**src/rtl/ovs_rx_pkg.sv**
```systemverilog
package ovs_rx_pkg;

    typedef enum logic [2:0] {
        ST_IDLE,
        ST_HUNT,
        ST_START,
        ST_DATA,
        ST_PARITY,
        ST_STOP
    } rx_state_e;

    typedef struct packed {
        logic nine;
        logic par_en;
        logic par_odd;
    } rx_fmt_t;

endpackage

```
**src/rtl/ovs_rx_vote.sv**
```systemverilog
// Three-sample majority with disagreement detection.
module ovs_rx_vote (
    input  logic s_a,
    input  logic s_b,
    input  logic s_c,
    output logic level,
    output logic split
);
    always_comb begin
        level = (s_a & s_b) | (s_a & s_c) | (s_b & s_c);
        split = (s_a != s_b) || (s_b != s_c);
    end
endmodule

```
**src/rtl/ovs_rx_fsm.sv**
```systemverilog
// Start search, bit timing and frame shifter.
module ovs_rx_fsm
    import ovs_rx_pkg::*;
#(
    parameter int OSR  = 16,
    parameter int DMAX = 9
) (
    input  logic            clk,
    input  logic            rst_n,
    input  logic            rx_en,
    input  logic            tick,
    input  logic            rxd,
    input  rx_fmt_t         fmt,
    output logic            frame_done,
    output logic [DMAX-1:0] frame_data,
    output logic            frame_nf,
    output logic            frame_pf,
    output logic            frame_fe
);
    localparam int RT_W = $clog2(OSR + 2);
    localparam int BI_W = $clog2(DMAX + 1);
    localparam logic [RT_W-1:0] RT_ONE  = RT_W'(1);
    localparam logic [RT_W-1:0] RT_LAST = RT_W'(OSR);
    localparam logic [RT_W-1:0] RT_V1   = RT_W'(OSR / 2);
    localparam logic [RT_W-1:0] RT_V2   = RT_W'(OSR / 2 + 1);
    localparam logic [RT_W-1:0] RT_V3   = RT_W'(OSR / 2 + 2);
    localparam logic [BI_W-1:0] NB_LONG  = BI_W'(DMAX);
    localparam logic [BI_W-1:0] NB_SHORT = BI_W'(DMAX - 1);

    rx_state_e       state;
    logic [RT_W-1:0] rt, cur_rt;
    logic [BI_W-1:0] bit_idx, nb_want;
    logic [DMAX-1:0] shreg;
    logic            par_acc, par_bad, noise_acc;
    logic            smp_a, smp_b;
    rx_fmt_t         fmt_q;
    logic            vote, noisy, in_bit;

    ovs_rx_vote u_vote (
        .s_a   (smp_a),
        .s_b   (smp_b),
        .s_c   (rxd),
        .level (vote),
        .split (noisy)
    );

    always_comb begin
        cur_rt  = rt + RT_ONE;
        nb_want = fmt_q.nine ? NB_LONG : NB_SHORT;
        in_bit  = (state == ST_DATA) || (state == ST_PARITY) || (state == ST_STOP);
    end

    // State register process.
    always_ff @(posedge clk) begin
        if (!rst_n) begin
            state     <= ST_IDLE;
            rt        <= '0;
            bit_idx   <= '0;
            shreg     <= '0;
            par_acc   <= 1'b0;
            par_bad   <= 1'b0;
            noise_acc <= 1'b0;
            smp_a     <= 1'b0;
            smp_b     <= 1'b0;
            fmt_q     <= '0;
        end else if (!rx_en) begin
            state <= ST_IDLE;
        end else if (tick) begin
            if (in_bit && rt != RT_LAST) begin
                rt <= cur_rt;
                if (cur_rt == RT_V1) smp_a <= rxd;
                if (cur_rt == RT_V2) smp_b <= rxd;
            end
            unique case (state)
                ST_IDLE: if (rxd) state <= ST_HUNT;
                ST_HUNT: begin
                    if (!rxd) begin
                        state <= ST_START;
                        rt    <= RT_ONE;
                    end
                end
                ST_START: begin
                    if (rxd && cur_rt <= RT_V3) begin
                        state <= ST_HUNT;
                    end else if (rt == RT_LAST) begin
                        state     <= ST_DATA;
                        rt        <= RT_ONE;
                        bit_idx   <= '0;
                        shreg     <= '0;
                        par_acc   <= 1'b0;
                        par_bad   <= 1'b0;
                        noise_acc <= 1'b0;
                        fmt_q     <= fmt;
                    end else begin
                        rt <= cur_rt;
                    end
                end
                ST_DATA: begin
                    if (rt == RT_LAST) begin
                        rt <= RT_ONE;
                        if (bit_idx == nb_want)
                            state <= fmt_q.par_en ? ST_PARITY : ST_STOP;
                    end else if (cur_rt == RT_V3) begin
                        shreg[bit_idx] <= vote;
                        par_acc        <= par_acc ^ vote;
                        noise_acc      <= noise_acc | noisy;
                        bit_idx        <= bit_idx + BI_W'(1);
                    end
                end
                ST_PARITY: begin
                    if (rt == RT_LAST) begin
                        rt    <= RT_ONE;
                        state <= ST_STOP;
                    end else if (cur_rt == RT_V3) begin
                        par_bad   <= (par_acc ^ vote) != fmt_q.par_odd;
                        noise_acc <= noise_acc | noisy;
                    end
                end
                ST_STOP: if (cur_rt == RT_V3) state <= vote ? ST_HUNT : ST_IDLE;
                default: state <= ST_IDLE;
            endcase
        end
    end

    // Output process.
    always_comb begin
        frame_done = rx_en && tick && (state == ST_STOP) && (cur_rt == RT_V3);
        frame_data = shreg;
        frame_nf   = noise_acc | noisy;
        frame_pf   = par_bad;
        frame_fe   = !vote;
    end
endmodule

```
**src/rtl/ovs_rx_hold.sv**
```systemverilog
// Parallel holding register with status flags.
module ovs_rx_hold #(
    parameter int DMAX = 9
) (
    input  logic            clk,
    input  logic            rst_n,
    input  logic            load,
    input  logic [DMAX-1:0] ld_data,
    input  logic            ld_nf,
    input  logic            ld_pf,
    input  logic            ld_fe,
    input  logic            rd_ack,
    output logic [DMAX-1:0] rx_data,
    output logic            data_ready,
    output logic            noise_err,
    output logic            parity_err,
    output logic            frame_err,
    output logic            overrun
);
    always_ff @(posedge clk) begin
        if (!rst_n) begin
            rx_data    <= '0;
            data_ready <= 1'b0;
            noise_err  <= 1'b0;
            parity_err <= 1'b0;
            frame_err  <= 1'b0;
            overrun    <= 1'b0;
        end else if (load && data_ready && !rd_ack) begin
            overrun <= 1'b1;
        end else if (load) begin
            rx_data    <= ld_data;
            data_ready <= 1'b1;
            noise_err  <= ld_nf;
            parity_err <= ld_pf;
            frame_err  <= ld_fe;
            overrun    <= 1'b0;
        end else if (rd_ack) begin
            data_ready <= 1'b0;
            noise_err  <= 1'b0;
            parity_err <= 1'b0;
            frame_err  <= 1'b0;
            overrun    <= 1'b0;
        end
    end
endmodule

```
**src/rtl/ovs_serial_rx.sv**
```systemverilog
module ovs_serial_rx
    import ovs_rx_pkg::*;
#(
    parameter int OSR  = 16,
    parameter int DMAX = 9
) (
    input  logic            clk,
    input  logic            rst_n,
    input  logic            rx_en,
    input  logic            tick,
    input  logic            rxd,
    input  logic            fmt_nine,
    input  logic            fmt_par_en,
    input  logic            fmt_par_odd,
    input  logic            rd_ack,
    output logic [DMAX-1:0] rx_data,
    output logic            data_ready,
    output logic            noise_err,
    output logic            parity_err,
    output logic            frame_err,
    output logic            overrun
);
    rx_fmt_t         fmt;
    logic            frame_done, frame_nf, frame_pf, frame_fe;
    logic [DMAX-1:0] frame_data;

    always_comb begin
        fmt.nine    = fmt_nine;
        fmt.par_en  = fmt_par_en;
        fmt.par_odd = fmt_par_odd;
    end

    ovs_rx_fsm #(.OSR(OSR), .DMAX(DMAX)) u_fsm (
        .clk        (clk),
        .rst_n      (rst_n),
        .rx_en      (rx_en),
        .tick       (tick),
        .rxd        (rxd),
        .fmt        (fmt),
        .frame_done (frame_done),
        .frame_data (frame_data),
        .frame_nf   (frame_nf),
        .frame_pf   (frame_pf),
        .frame_fe   (frame_fe)
    );

    ovs_rx_hold #(.DMAX(DMAX)) u_hold (
        .clk        (clk),
        .rst_n      (rst_n),
        .load       (frame_done),
        .ld_data    (frame_data),
        .ld_nf      (frame_nf),
        .ld_pf      (frame_pf),
        .ld_fe      (frame_fe),
        .rd_ack     (rd_ack),
        .rx_data    (rx_data),
        .data_ready (data_ready),
        .noise_err  (noise_err),
        .parity_err (parity_err),
        .frame_err  (frame_err),
        .overrun    (overrun)
    );
endmodule

```
**config.mk**
```make
export PLATFORM = sky130hd
export DESIGN_NAME = ovs_serial_rx
export DESIGN_NICKNAME = d
export VERILOG_FILES = /design/src/rtl/ovs_rx_pkg.sv /design/src/rtl/ovs_rx_vote.sv /design/src/rtl/ovs_rx_fsm.sv /design/src/rtl/ovs_rx_hold.sv /design/src/rtl/ovs_serial_rx.sv
export SDC_FILE = /design/constraint.sdc
export NUM_CORES = 1
export LEC_CHECK = 0
export ABC_AREA = 1
export BUFFER_PORTS_ARGS = -buffer_cell sky130_fd_sc_hd__buf_4
export CAP_MARGIN = 25
export CORE_MARGIN = 10
export CORE_UTILIZATION = 40
export DETAILED_ROUTE_END_ITERATION = 16
export SYNTH_ARGS = -nofsm -noshare
export SYNTH_HDL_FRONTEND = slang
export SYNTH_SLANG_ARGS = --single-unit
```
**constraint.sdc**
```tcl
create_clock -name clk -period 3.76 [get_ports clk]
set_clock_uncertainty 0.2 [all_clocks]
set_input_delay 0.564 -clock clk [delete_from_list [all_inputs] [get_ports clk]]
set_output_delay 0.564 -clock clk [all_outputs]
set_load 0.02 [all_outputs]
```
======== After elaboration in Yosys (flattened, before gate mapping) ========
Cells that the tools add are included.
word-level totals
  bits in registers ....................... 43
  input port bits ......................... 9
  output and inout port bits .............. 14
  word-level logic and storage cells ...... 141
cells by class
  $add $sub $neg .......................... 2
  magnitude comparators ................... 3
  equality and inequality tests ........... 29
  muxes and demuxes ....................... 49
  bitwise operators ....................... 9
  reduce and logical (&&, ||, !) cells .... 31
operator list
  operator             number
  $mux 9               4
  $mux 5               5
  $mux 3               8
  $ne 2x2->1 const B   12
  $reduce_and 7->1     3
  $mux 1               19
  $pmux 3 s6           1
  $pmux 9 s2           1
  $mux 4               4
  $eq 5x4->1 const B   3
  $pmux 5 s3           1
  $bwmux 9             1
  $logic_and 1x1->1    8
  $pmux 4 s2           1
  $reduce_and 2->1     4
  $reduce_and 4->1     2
  $reduce_and 8->1     1
  $reduce_bool 2->1    4
  $eq 3x2->1 const B   2
  $eq 3x3->1 const B   2
  $pmux 1 s2           3
  $add 5x1->5 const B  1
  $eq 5x5->1 const B   1
  $le 5x4->1 const B   1
  other kinds (20)     31

======== Longest topological paths before layout ========
  word-level depth ........................ 8
  mapped depth ............................ 14
  mapped depth without buffers ............ 13

======== By module ========
A second synthesis with hierarchy kept.
unflattened totals
  cells, all modules ...................... 402
  area, all modules ....................... 2,703.8 um^2
modules (own cells, without submodules)
  module       times used  cells an instance  area each (um^2)  seq. area each (um^2)
  ovs_rx_fsm   1           322                2,040.7           580.6
  ovs_rx_hold  1           74                 620.6             280.3
  ovs_rx_vote  1           6                  42.5              0.0

======== Worst setup path before layout ========
No wires, ideal clock.
  kind .................................... reg2reg
  start ................................... register u_fsm.rt[1]
  end ..................................... register u_hold.rx_data[0]
  library setup time ...................... 0.132 ns
  arrival time ............................ 1.596 ns
  required time ........................... 3.428 ns
  setup slack ............................. 1.832 ns
  cell stages (with the launch flop) ...... 12
  buffers on the path ..................... 1
  clock period less this slack ............ 1.928 ns
  cells stage by stage .................... dfxtp_1 -> ha_1 -> inv_1 -> nand2_1 -> nand2_2 -> nor2_4 -> nand2_4 -> nor3_4 -> nand2_1 -> buf_4 -> nand2_1 -> a21oi_1
between the ends
  longest elaborated chain between the ends .. 7
ends and longest elaborated chain
  element                                RTL line           source
  start: declaration                     ovs_rx_fsm.sv:31   logic [RT_W-1:0] rt, cur_rt;
  start signal: assignment               ovs_rx_fsm.sv:70   rt <= cur_rt;
  start signal: assignment               ovs_rx_fsm.sv:95   rt <= cur_rt;
  $add 5x1->5 (*)                        ovs_rx_fsm.sv:48   cur_rt = rt + RT_ONE;
  $eq 5x4->1 (*)                         ovs_rx_fsm.sv:127  frame_done = rx_en && tick && (state == ST_STOP) && (cur_rt == RT_V3);
  $logic_and 1x1->1 (*)                  ovs_rx_fsm.sv:127
  $logic_and 1x1->1 (2 in series)        ovs_rx_hold.sv:28  end else if (load && data_ready && !rd_ack) begin
  $not 1->1 (no source line)             -
  $reduce_and 2->1 (no source line) (*)  -
  end signal: assignment                 ovs_rx_hold.sv:31  rx_data <= ld_data;
  end: declaration                       ovs_rx_hold.sv:13  output logic [DMAX-1:0] rx_data,
Mark *: on every way between the ends. The rest lies on a longest branch, timed or not.
A chain may end at the register's enable or synchronous reset.

======== Worst setup path in the final report ========
  start ................................... register u_fsm.rt[0]
  end ..................................... register u_hold.noise_err
between the ends
  longest elaborated chain between the ends .. 7
  elaborated cells between the ends (all ways) .. 9
  those cells by class .................... add/sub: 1; eq/ne: 1; mux: 1; bitwise: 1; reduce/logical: 5
ends and longest elaborated chain
  element                            RTL line           source
  $add 5x1->5 (*)                    ovs_rx_fsm.sv:48
  $eq 5x4->1 (*)                     ovs_rx_fsm.sv:127
  $logic_and 1x1->1 (*)              ovs_rx_fsm.sv:127
  $logic_and 1x1->1 (2 in series)    ovs_rx_hold.sv:28
  $not 1->1 (no source line)         -
  $reduce_and 2->1 (no source line)  -
  end signal: assignment             ovs_rx_hold.sv:33  noise_err <= ld_nf;
  end: declaration                   ovs_rx_hold.sv:15  output logic noise_err,
Marks and branches as above.

==> impl_metrics.csv <==
group,metric,value,unit
floorplanning,die_width,99.84,µm
layout,post-route-cell-area,2882,µm²
floorplanning,pin_count,23,
worst_setup_path,count_of_cells_along_the_worst_register_to_register_path,11,
worst_setup_path,crit_required,3.80,ns
worst_setup_path,reg_to_reg_critical_path_endpoint,"u_hold.noise_err",
timing,worst_slew_margin_rel,52.11,%
job,max-cap-violations,0,
floorplanning,fp.dieH,99.84,µm
route,post_dr_wirelength_cell,12.27,µm
hold_path,hold_path_class,"flop to flop",
timing,total_negative_setup_slack,0,ns
yosys,xor_xnor_cell_area_share_of_the_yosys_netlist,1.374,%
yosys,postSynthCellCount,387,
yosys,ys_ff_latch,43,
yosys,synth_top_family_by_area,"simple AND/OR/NAND/NOR gates",
placement,hpwl,4470,µm
grt,overflow,0,
layout,drive_above_1_share,14.53,%
placement,routability_cong,0.8548,
yosys,postSynth.asyncResetShare,0,%
yosys,ys_types,31,
timing,finalSetupViolations,0,
yosys,yosysTopAreaCell,"dfxtp_1",
hold_path,worst_hold_path.endpoint,"u_hold.parity_err",
layout,num-fill-cells,656,
cts,cts.htree.levels,2,
pwr,p_total,0.9845,mW
route,first_pass_drt_iterations,4,
worst_setup_path,regToRegStartpoint,"u_fsm.rt[0]",
route,drcViolationCount,0,
route,route.antenna.remaining_nets,0,
cts,clk_path_buf_depth,2,
cts,numCtsBuffers,5,
timing,final_min_period_over_clock_period,70.32,%
yosys,synth_nets,406,
yosys,share_of_yosys_cell_area_claimed_by_the_top_area_cell_type,33.76,%
yosys,avgSynthCellArea,6.589,µm²
grt,grt_start_max_net_pins,23,
worst_setup_path,timing_worst_setup_path_type,"flop to flop",
yosys,synth.yosys.seq_area_share,33.76,%
worst_setup_path,element_type_at_the_critical_path_end,"flop",
timing,worst_pin_slew,0.7176,ns
yosys,synth_flop_cell,"dfxtp_1",
floorplanning,initial_cell_density_of_the_core,40.62,%
grt,groute.usage.overall,12.06,%
worst_setup_path,path_max_fanout,14,
floorplanning,fp_rows,29,
timing,timing_max_transition_violations_final,0,
route,detail_route.wirelength,5928,µm
route,first_iter_violations,182,
pwr,comb_power_share,9.2,%
layout,nNetsFinal,424,
layout,syn_to_final_growth,13.00,%
cts,clkTransAtPathRegs,0.08,ns
grt,antenna_found_initial,0,
worst_setup_path,reg2reg_setup_slack,1.12,ns
timing,report.final.hold_viol_count,0,
timing,final.hold.worst_slack,0.2640,ns
layout,antenna-diode-count,0,
cts,cts_resized,0,
cts,cts.sink_count,43,
cts,cts-root-buf,"clkbuf_8",
yosys,synth_edf_count,0,
yosys,area_of_the_mapped_netlist,2550,µm²
layout,final_cell_utilization_of_the_core,45.90,%
worst_setup_path,timing.critical_path.from_type,"flop",
pwr,internal_cell_power,0.7565,mW
grt,grt_pass1_wl,10310,µm
cts,holdBufCountCts,0,
cts,cts_tree,"done",
grt,grt_pass1_vias,2265,
pwr,power.share.sequential,47.7,%
pwr,p_leak,1.342,nW
placement,buffer_ports.inserted,22,
cts,clk-insertion-delay-late,0.29,ns
pwr,clkPwrFrac,43.0,%
yosys,main_area_contributors_after_synthesis,"dfxtp_1, nand2_1, nand3_1, a21oi_1, inv_1",
placement,dpl-instance-area,2749,µm²
hold_path,timing.hold.worst_path_depth,2,
yosys,synth_mux_area_share,0,%
timing,rsz0062_at_grt,"no",
floorplanning,die-area,9968,µm²
pwr,power_density,341.7,nW/µm²
pwr,worst_ir_drop_vdd,0.2333,mV
run_status,result_of_the_run,"finished, final reports clean",
route,via_per_inst,4.839,
cts,post_cts_buffers,0,
timing,minimum_clock_period_after_layout,2.644,ns
pwr,power.share.switching,23.16,%
yosys,synth_area_in_compound_gates,11.92,%
yosys,simple_gate_portion_of_the_synthesized_area,38.47,%
yosys,synthAdderAreaFrac,4.907,%
yosys,yosys_warnings,0,
worst_setup_path,critPathArrivalTime,2.69,ns
route,via_count,2337,
pwr,p_switching,0.2280,mW
timing,fmax,378.2,MHz
floorplanning,core_region_area,6277,µm²
hold_path,hp-start,"u_fsm.frame_pf",
-- area by class of cell --
type	instances	area, µm²	area share [%]
clock buffer	6	72.57	2.518
clock inverter	2	60.06	2.084
inverter	48	181.4	6.296
multi-input combinational	285	1445	50.15
sequential	43	860.8	29.87
tap	77	96.34	3.343
timing repair buffer	22	165.2	5.732
-- layout by cell type (no fill, tap or decap), types with 3 or more instances in the layout --
master      n
a21oi_1    32
buf_4      22
clkbuf_8    5
dfxtp_1    43
ha_1       10
inv_1      42
inv_2       5
nand2_1   101
nand2_2    11
nand3_1    38
nand3_2     3
nand4_1     6
nor2_1     40
nor2_4      3
nor3_1      5
o21ai_0    15
o21ai_1     5
xor2_1      4
-- routing by layer --
metal | track usage (%) | vias up | wire length, µm
met3 | 3.503 | 4 | 329
met1 | 15.42 | 1010 | 2933
li1 | - | 1274 | -
met4 | 4.079 | 0 | 43
met5 | 0 | - | 0
met2 | 18.91 | 49 | 2622
-- worst max path at each step --
stage / end / from / slack [ns] / depth (start not counted)
6_report: u_hold.noise_err / u_fsm.rt[0] / 1.12 / 11
5_1_grt: u_hold.noise_err / u_fsm.rt[0] / 0.80 / 11
4_1_cts: u_hold.noise_err / u_fsm.rt[0] / 1.09 / 11
3_5_place_dp: u_hold.noise_err / u_fsm.rt[0] / 1.11 / 11
3_3_place_gp: u_hold.noise_err / u_fsm.rt[0] / 1.22 / 11
2_1_floorplan: u_hold.rx_data[0] / u_fsm.rt[1] / 1.83 / 11
-- Yosys cell counts, types with 2 or more instances --
master      n
nand2_1   101
dfxtp_1    43
inv_1      42
nor2_1     40
nand3_1    38
a21oi_1    32
o21ai_0    15
nand2_2    11
ha_1       10
nand4_1     6
clkbuf_1    5
inv_2       5
nor3_1      5
o21ai_1     5
xor2_1      4
buf_4       3
nand3_2     3
nor2_4      3
a211oi_1    2
buf_2       2
nor2_2      2
-- critical path, cell delays in order, from the launching register on --
cell	delay [ns]
dfxtp_1	0.53
ha_1	0.27
inv_1	0.05
nand2_1	0.08
nand2_2	0.09
nor2_4	0.16
nand2_4	0.10
nor3_4	0.40
nand2_1	0.37
nor2_1	0.22
nand2_1	0.07
nand2_1	0.06
-- cell families (layout without fill, tap and decap cells) --
family / count (synthesis) / count (layout)
AND/OR/NAND/NOR: 214 / 214
flip-flops: 43 / 43
adder cells (fa/ha/maj): 10 / 10
XOR/XNOR: 4 / 4
AO/OA/AOI/OAI: 57 / 57
buffers and inverters: 59 / 78
-- state kept, by name, indices dropped and copies added, names as in the netlist, 3 cells and up --
register          count
u_fsm.bit_idx         4
u_hold.rx_data        9
u_fsm.state           3
u_fsm.rt              5
u_fsm.frame_data      9
u_fsm.fmt_q           3
-- power groups by stage --
| stage | registers (mW) | logic (mW) | clock network [mW] |
|---|---|---|---|
| floorplan | 0.475 | 0.0726 | 0 |
| global placement | 0.481 | 0.0903 | 0 |
| detailed placement | 0.481 | 0.0906 | 0 |
| CTS | 0.470 | 0.0912 | 0.436 |
| global route | 0.471 | 0.104 | 0.452 |
| finish | 0.470 | 0.0910 | 0.424 |
-- metrics by stage --
stage | setup WS (ns) | cells
floorplan | 1.832 | 387
global placement | 1.223 | 475
detailed placement | 1.111 | 475
CTS | 1.088 | 483
global route | 0.7980 | 483
finish | 1.116 | 483
Power figures use the tool's default switching activity.
